<file path="config.mk">
export PLATFORM = sky130hd
export DESIGN_NAME = cfgsw_i2c_ctrl
export DESIGN_NICKNAME = d
export VERILOG_FILES = /design/src/rtl/cfgsw_pkg.sv /design/src/rtl/cfgsw_addr_match.sv /design/src/rtl/cfgsw_lockout.sv /design/src/rtl/cfgsw_regfile.sv /design/src/rtl/cfgsw_i2c_ctrl.sv
export SDC_FILE = /design/constraint.sdc
export NUM_CORES = 1
export LEC_CHECK = 0
export ABC_AREA = 1
export BUFFER_PORTS_ARGS = -buffer_cell sky130_fd_sc_hd__buf_2
export CAP_MARGIN = 20
export CORE_MARGIN = 4
export CORE_UTILIZATION = 40
export CTS_CLUSTER_SIZE = 25
export DETAILED_ROUTE_END_ITERATION = 8
export HOLD_SLACK_MARGIN = 0.08
export PLACE_DENSITY = 0.59
export SLEW_MARGIN = 0
export SYNTH_ARGS = -nofsm -noshare
export SYNTH_HDL_FRONTEND = slang
export SYNTH_SLANG_ARGS = --single-unit
</file>
<file path="constraint.sdc">
create_clock -name clk -period 2.24 [get_ports clk]
set_clock_uncertainty 0.15 [all_clocks]
set_input_delay 0.224 -clock clk [delete_from_list [all_inputs] [get_ports clk]]
set_output_delay 0.224 -clock clk [all_outputs]
set_load 0.1 [all_outputs]
</file>
<file path="src/rtl/cfgsw_pkg.sv">
package cfgsw_pkg;
    typedef enum logic [2:0] {
        ST_IDLE,
        ST_ADDR,
        ST_CMD,
        ST_WDATA,
        ST_RDATA,
        ST_SKIP
    } cfgsw_state_e;

    localparam logic [7:0] CMD_NO_OVERRIDE = 8'hF0;
    localparam logic [7:0] CMD_PIN_READ    = 8'hFF;
    localparam logic [7:0] CMD_MUX_BASE    = 8'h10;
endpackage

</file>
<file path="src/rtl/cfgsw_addr_match.sv">
module cfgsw_addr_match #(
    parameter logic [4:0] ADDR_PREFIX = 5'b10101
) (
    input  logic [7:0] addr_byte,
    input  logic [1:0] dev_sel,
    input  logic       locked,
    output logic       hit,
    output logic       is_read
);
    always_comb begin
        hit     = (addr_byte[7:3] == ADDR_PREFIX) && (addr_byte[2:1] == dev_sel) && !locked;
        is_read = addr_byte[0];
    end
endmodule

</file>
<file path="src/rtl/cfgsw_lockout.sv">
module cfgsw_lockout #(
    parameter int LOCK_CYCLES = 720000
) (
    input  logic clk,
    input  logic rst_n,
    input  logic arm,
    output logic busy
);
    localparam int LCW = (LOCK_CYCLES < 2) ? 1 : $clog2(LOCK_CYCLES + 1);

    logic [LCW-1:0] cnt_d, cnt_q;

    always_comb begin
        cnt_d = cnt_q;
        if (arm) begin
            cnt_d = LCW'(LOCK_CYCLES);
        end else if (cnt_q != '0) begin
            cnt_d = cnt_q - 1'b1;
        end
    end

    always_ff @(posedge clk or negedge rst_n) begin
        if (!rst_n) cnt_q <= '0;
        else        cnt_q <= cnt_d;
    end

    assign busy = (cnt_q != '0);

    generate
        if (LOCK_CYCLES > 0) begin : g_chk

            lock_arm_chk: assert property (@(posedge clk) disable iff (!rst_n)
                arm |=> busy);
        end
    endgenerate
endmodule

</file>
<file path="src/rtl/cfgsw_regfile.sv">
module cfgsw_regfile #(
    parameter int NREG = 4,
    parameter int DW   = 6
) (
    input  logic               clk,
    input  logic               rst_n,
    input  logic               commit,
    input  logic [NREG-1:0]    wmask,
    input  logic [NREG*DW-1:0] wdata,
    output logic [NREG*DW-1:0] regs
);
    logic [NREG*DW-1:0] regs_d, regs_q;

    generate
        for (genvar i = 0; i < NREG; i++) begin : g_word
            always_comb begin
                regs_d[i*DW +: DW] = regs_q[i*DW +: DW];
                if (commit && wmask[i]) regs_d[i*DW +: DW] = wdata[i*DW +: DW];
            end
        end
    endgenerate

    always_ff @(posedge clk or negedge rst_n) begin
        if (!rst_n) regs_q <= '0;
        else        regs_q <= regs_d;
    end

    assign regs = regs_q;


    hold_chk: assert property (@(posedge clk) disable iff (!rst_n)
        !commit |=> $stable(regs_q));
endmodule

</file>
<file path="src/rtl/cfgsw_i2c_ctrl.sv">
module cfgsw_i2c_ctrl
    import cfgsw_pkg::*;
#(
    parameter logic [4:0] ADDR_PREFIX = 5'b10101,
    parameter int         NREG        = 4,
    parameter int         DW          = 6,
    parameter int         LOCK_CYCLES = 720000
) (
    input  logic               clk,
    input  logic               rst_n,
    input  logic [1:0]         dev_sel,
    input  logic               wr_lock,
    input  logic [DW-1:0]      sw_in,
    input  logic               bus_start,
    input  logic               bus_stop,
    input  logic               rx_strobe,
    input  logic [7:0]         rx_data,
    input  logic               tx_req,
    output logic               ack_valid,
    output logic               ack_out,
    output logic               tx_valid,
    output logic [7:0]         tx_data,
    output logic [NREG*DW-1:0] cfg_regs,
    output logic [7:0]         cmd_out,
    output logic               commit_pulse
);
    localparam int         PW       = (NREG < 2) ? 1 : $clog2(NREG);
    localparam logic [7:0] MUX_LAST = CMD_MUX_BASE + 8'(NREG);

    typedef struct packed {
        cfgsw_state_e       st;
        logic [7:0]         cmd;
        logic [PW-1:0]      ptr;
        logic [NREG-1:0]    mask;
        logic [NREG*DW-1:0] wbuf;
        logic               ack_v;
        logic               ack;
        logic               tx_v;
        logic [7:0]         tx;
    } ctl_t;

    ctl_t d, q;
    logic addr_hit, addr_rd, lock_busy, commit, reg_cmd, cmd_ok;

    cfgsw_addr_match #(.ADDR_PREFIX(ADDR_PREFIX)) u_match (
        .addr_byte (rx_data),
        .dev_sel   (dev_sel),
        .locked    (lock_busy),
        .hit       (addr_hit),
        .is_read   (addr_rd)
    );

    cfgsw_lockout #(.LOCK_CYCLES(LOCK_CYCLES)) u_lock (
        .clk   (clk),
        .rst_n (rst_n),
        .arm   (commit),
        .busy  (lock_busy)
    );

    cfgsw_regfile #(.NREG(NREG), .DW(DW)) u_regs (
        .clk    (clk),
        .rst_n  (rst_n),
        .commit (commit),
        .wmask  (q.mask),
        .wdata  (q.wbuf),
        .regs   (cfg_regs)
    );

    always_comb begin
        reg_cmd = (32'(q.cmd) < NREG);
        cmd_ok  = (32'(rx_data) < NREG) || (rx_data == CMD_PIN_READ) ||
                  ((rx_data >= CMD_MUX_BASE) && (rx_data <= MUX_LAST));
    end

    always_comb begin
        d       = q;
        d.ack_v = 1'b0;
        d.tx_v  = 1'b0;
        commit  = 1'b0;
        if (bus_start) begin
            d.st   = ST_ADDR;
            d.mask = '0;
        end else if (bus_stop) begin
            commit = (q.st == ST_WDATA) && (q.mask != '0) && !wr_lock;
            d.mask = '0;
            d.st   = ST_IDLE;
        end else if (rx_strobe) begin
            d.ack_v = 1'b1;
            d.ack   = 1'b0;
            case (q.st)
                ST_ADDR: begin
                    if (addr_hit) begin
                        d.ack = 1'b1;
                        d.st  = addr_rd ? ST_RDATA : ST_CMD;
                    end else begin
                        d.st = ST_SKIP;
                    end
                end
                ST_CMD: begin
                    if (cmd_ok) begin
                        d.ack = 1'b1;
                        d.cmd = rx_data;
                        if (32'(rx_data) < NREG) d.ptr = rx_data[PW-1:0];
                        d.st = ST_WDATA;
                    end else begin
                        d.st = ST_SKIP;
                    end
                end
                ST_WDATA: begin
                    if (reg_cmd && !wr_lock && !q.mask[q.ptr]) begin
                        d.ack                  = 1'b1;
                        d.mask[q.ptr]          = 1'b1;
                        d.wbuf[q.ptr*DW +: DW] = rx_data[DW-1:0];
                        d.ptr                  = q.ptr + 1'b1;
                    end else begin
                        d.mask = '0;
                        d.st   = ST_SKIP;
                    end
                end
                default: ;
            endcase
        end
        if (tx_req) begin
            d.tx_v = 1'b1;
            d.tx   = '0;
            if (q.st == ST_RDATA) begin
                if (reg_cmd) begin
                    d.tx[DW-1:0] = cfg_regs[q.ptr*DW +: DW];
                    d.ptr        = q.ptr + 1'b1;
                end else if (q.cmd == CMD_PIN_READ) begin
                    d.tx[DW-1:0] = sw_in;
                end
            end
        end
    end

    always_ff @(posedge clk or negedge rst_n) begin
        if (!rst_n) begin
            q       <= '0;
            q.st    <= ST_IDLE;
            q.cmd   <= CMD_NO_OVERRIDE;
        end else begin
            q <= d;
        end
    end

    assign ack_valid    = q.ack_v;
    assign ack_out      = q.ack;
    assign tx_valid     = q.tx_v;
    assign tx_data      = q.tx;
    assign cmd_out      = q.cmd;
    assign commit_pulse = commit;


    ack_follow_chk: assert property (@(posedge clk) disable iff (!rst_n)
        (rx_strobe && !bus_start && !bus_stop) |=> ack_valid);


    wp_nack_chk: assert property (@(posedge clk) disable iff (!rst_n)
        (q.st == ST_WDATA && rx_strobe && wr_lock && !bus_start && !bus_stop) |=> !ack_out);


    lock_nack_chk: assert property (@(posedge clk) disable iff (!rst_n)
        (q.st == ST_ADDR && rx_strobe && lock_busy && !bus_start && !bus_stop)
        |=> (ack_valid && !ack_out));


    tx_follow_chk: assert property (@(posedge clk) disable iff (!rst_n)
        tx_req |=> tx_valid);
endmodule

</file>
==> metrics.txt <==
post-route standard cell area excluding fillers=0.006231 mm2; worst vdd ir=0.4381 mV; critical-path cell with the highest stage delay=sky130_fd_sc_hd__dfrtp_1; post-DR vias/cell=5.137; Commonest cells post-synth=sky130_fd_sc_hd__nand2_1, sky130_fd_sc_hd__dfrtp_1, sky130_fd_sc_hd__inv_1, sky130_fd_sc_hd__nor2_1, sky130_fd_sc_hd__nand3_1; Detailed Route Iter0 Violations=407; sequential share of the synthesized area=44.64%; die span in x=122.9 um; Final min period=2.106 ns; internal power component=3.295 mW; count of fill cells added during filler insertion=1252; worst path required time=1.87 ns; Row Count=41; sequential group share of total power=35.5%; type of the tightest min-delay check=input port to register; Crit Path Category=register to primary output; routed wire length on met3=952 um; Starting Density=41.34%; routability congestion estimate=0.9747; Pre-Repair DR Iteration Count=5; Clk Latency, worst-skew pair=0.35 ns; Leak=3.223 nW; Area Growth Syn to Fin=18.01%; switching share of power=36.22%; Crit path arrival time=1.73 ns; vias in the first global route=4735; Achievable Freq=0.4749 GHz; buffers plus inverters on the worst setup path=3; placed inst area=0.005752 mm2; detailed-routed wire length on met2=6461 um; reported max-cap violation count=0; wire length of the first global-routing pass=23810 um; synth top area cells=sky130_fd_sc_hd__dfrtp_1, sky130_fd_sc_hd__nand2_1, sky130_fd_sc_hd__inv_1; CTS Buffer Depth=2; max-slew violation count=0; Yosys top cell by area=sky130_fd_sc_hd__dfrtp_1; area of the die=0.01510 mm2; switching component of the power=1.871 mW; Core Area=0.01277 mm2; number of endpoints failing setup at the final stage=0; final hold vios=0; power density normalized to cell area=829.2 mW/mm2; Worst setup EP type=primary output; area taken by multi-input logic gates=0.002401 mm2; grt total ovfl=0; share of flip-flops with an asynchronous set or reset after synthesis=100.0%; number of synthesized flops with an enable pin=0; Final ANT Viol Nets=0; DRC Markers=0; slew at the pin with the worst max-slew slack=0.5694 ns; yosys warns=0; critical path's largest stage delay=0.39 ns; critical-path cell list=inv_1, nand2_2, nor2_4, nand4_4, inv_4, buf_12; worst relative slew slack=61.90%; Antenna Cells=0; overall global routing resource usage=20.15%; HPWL after detailed placement=11020 um; Ports=67; area share of the largest cell type after synthesis=42.65%; proportion of layout cells with a drive suffix above 1=18.04%; top-count cell post-synth=sky130_fd_sc_hd__nand2_1; cts bufs inserted=9; Clock Power Share=33.2%; number of nets at the end of the flow=791; post-synthesis cell count=687; combinational fraction of design power=31.3%; summed instance area of the synthesized netlist=0.005280 mm2; Post-Place Cells=908; routed length per instance=15.64 um; clock-pin slew on the worst setup and hold paths=0.06 ns; post-route insts no fill=937; pin count of the biggest net entering global routing=44; number of H-tree branching levels=3; crit share post-route=94.00%; highest metal layer with signal wires=met4; Power, Total=5.166 mW; Total Routed Length=14660 um; Distinct cells, synth=38; sink count of the clock tree=94; clock tree from TritonCTS=built; area taken by flip-flops and latches=0.002359 mm2; DR vias=4813; ys flop type=sky130_fd_sc_hd__dfrtp_1; CP max FO=17; outcome=completed; crit start category=register; Avg Cell Area, Syn=7.686 um2; CP top delay family=buffers and inverters; Clock Root Buffer=sky130_fd_sc_hd__clkbuf_16; Die Y=122.9 um; buffers added on ports=64; number of flip-flops and latches in the synthesized netlist=94; initial antenna violation count=0; met1 wire length=6986 um; unrepaired setup endpoints after global routing=false; setup TNS=0 ns
cells by family after synthesis:
group,count (synthesis),share of synthesized area [%]
xor+xnor,8,1.327
buf+inv,119,10.24
simple gates,337,29.29
compound gates,121,12.77
other cells,1,0.07102
fa+ha+maj,7,1.659
flops,94,44.64
layout by cell type (no fill, tap or decap), drive strengths merged, types with 3 or more instances in the layout:
cell type / n
dfrtp: 90
o21ai: 68
nand3: 62
nand4: 17
o22ai: 9
dfstp: 4
inv: 89
a21oi: 30
nand2: 156
xnor2: 3
clkbuf: 12
buf: 78
a31oi: 7
nor2: 91
ha: 7
xor2: 5
nor3: 6
dlygate4sd3: 14
or2: 3
worst paths after layout:
| check | startpoint | endpoint | slack [ns] | cells past startpoint |
|---|---|---|---|---|
| max reg2reg | q[39] | register | 0.19 | 10 |
| max in group asynchronous | rst_n | cmd_out[7] | 1.02 | 3 |
| min | bus_stop | q[49] | 0.1 | 4 |
| max | q[51] | commit_pulse | 0.13 | 6 |
| min in group asynchronous | rst_n | u_lock.cnt_q[14] | 0.18 | 2 |
| min reg2reg | register | register | 0.34 | 2 |
per-stage QoR:
stage / hold slack, ns / setup WS (ns) / utilization, %
2_1_floorplan: -0.2216 / 0.03229 / -
3_3_place_gp: 0.01629 / 0.1429 / 45.03
3_5_place_dp: 0.01313 / 0.1158 / 45.03
4_1_cts: 0.1007 / 0.1027 / 48.68
5_1_grt: 0.1177 / 0.002955 / 48.78
6_report: 0.09843 / 0.1344 / 48.78
tightest hold or removal path, delay by kind of cell:
kind / cells / cell delay [ns]
buffers and inverters: 1 / 0.15
and+or+nand+nor: 2 / 0.12
AOI/OAI and AO/OA: 1 / 0.06
repair_timing:
| action | 4_1_cts | 5_1_grt |
|---|---|---|
| resized for setup | 1 | 3 |
| pin swaps | 0 | 0 |
| endpoints found under the hold margin | 80 | 0 |
| buffers inserted | 0 | 0 |
| hold buffers | 14 | 0 |
| endpoints found under the setup margin | 1 | 9 |
layout make-up:
type	instances	share of cell area [%]
repair buffers	92	9.558
well taps	172	3.454
clock inverters	3	1.084
clock buffers	12	4.116
multi-input cells	475	38.53
inverters	89	5.402
flip-flops and latches	94	37.85
per-layer routing:
metal | vias up | global-route usage (%)
met5 | - | 0
met4 | 0 | 6.088
met3 | 20 | 4.163
met2 | 167 | 31.33
met1 | 2260 | 28.39
li1 | 2366 | -
power groups by stage:
stage          Sequential (mW)  Combinational [mW]  Clock (mW)
6_report                  1.84                1.62        1.71
5_1_grt                   1.84                1.77        1.80
4_1_cts                   1.83                1.58        1.73
3_5_place_dp              1.87                1.55           0
3_3_place_gp              1.87                1.53           0
2_1_floorplan             1.88                1.05           0
Power figures use the tool's default switching activity.
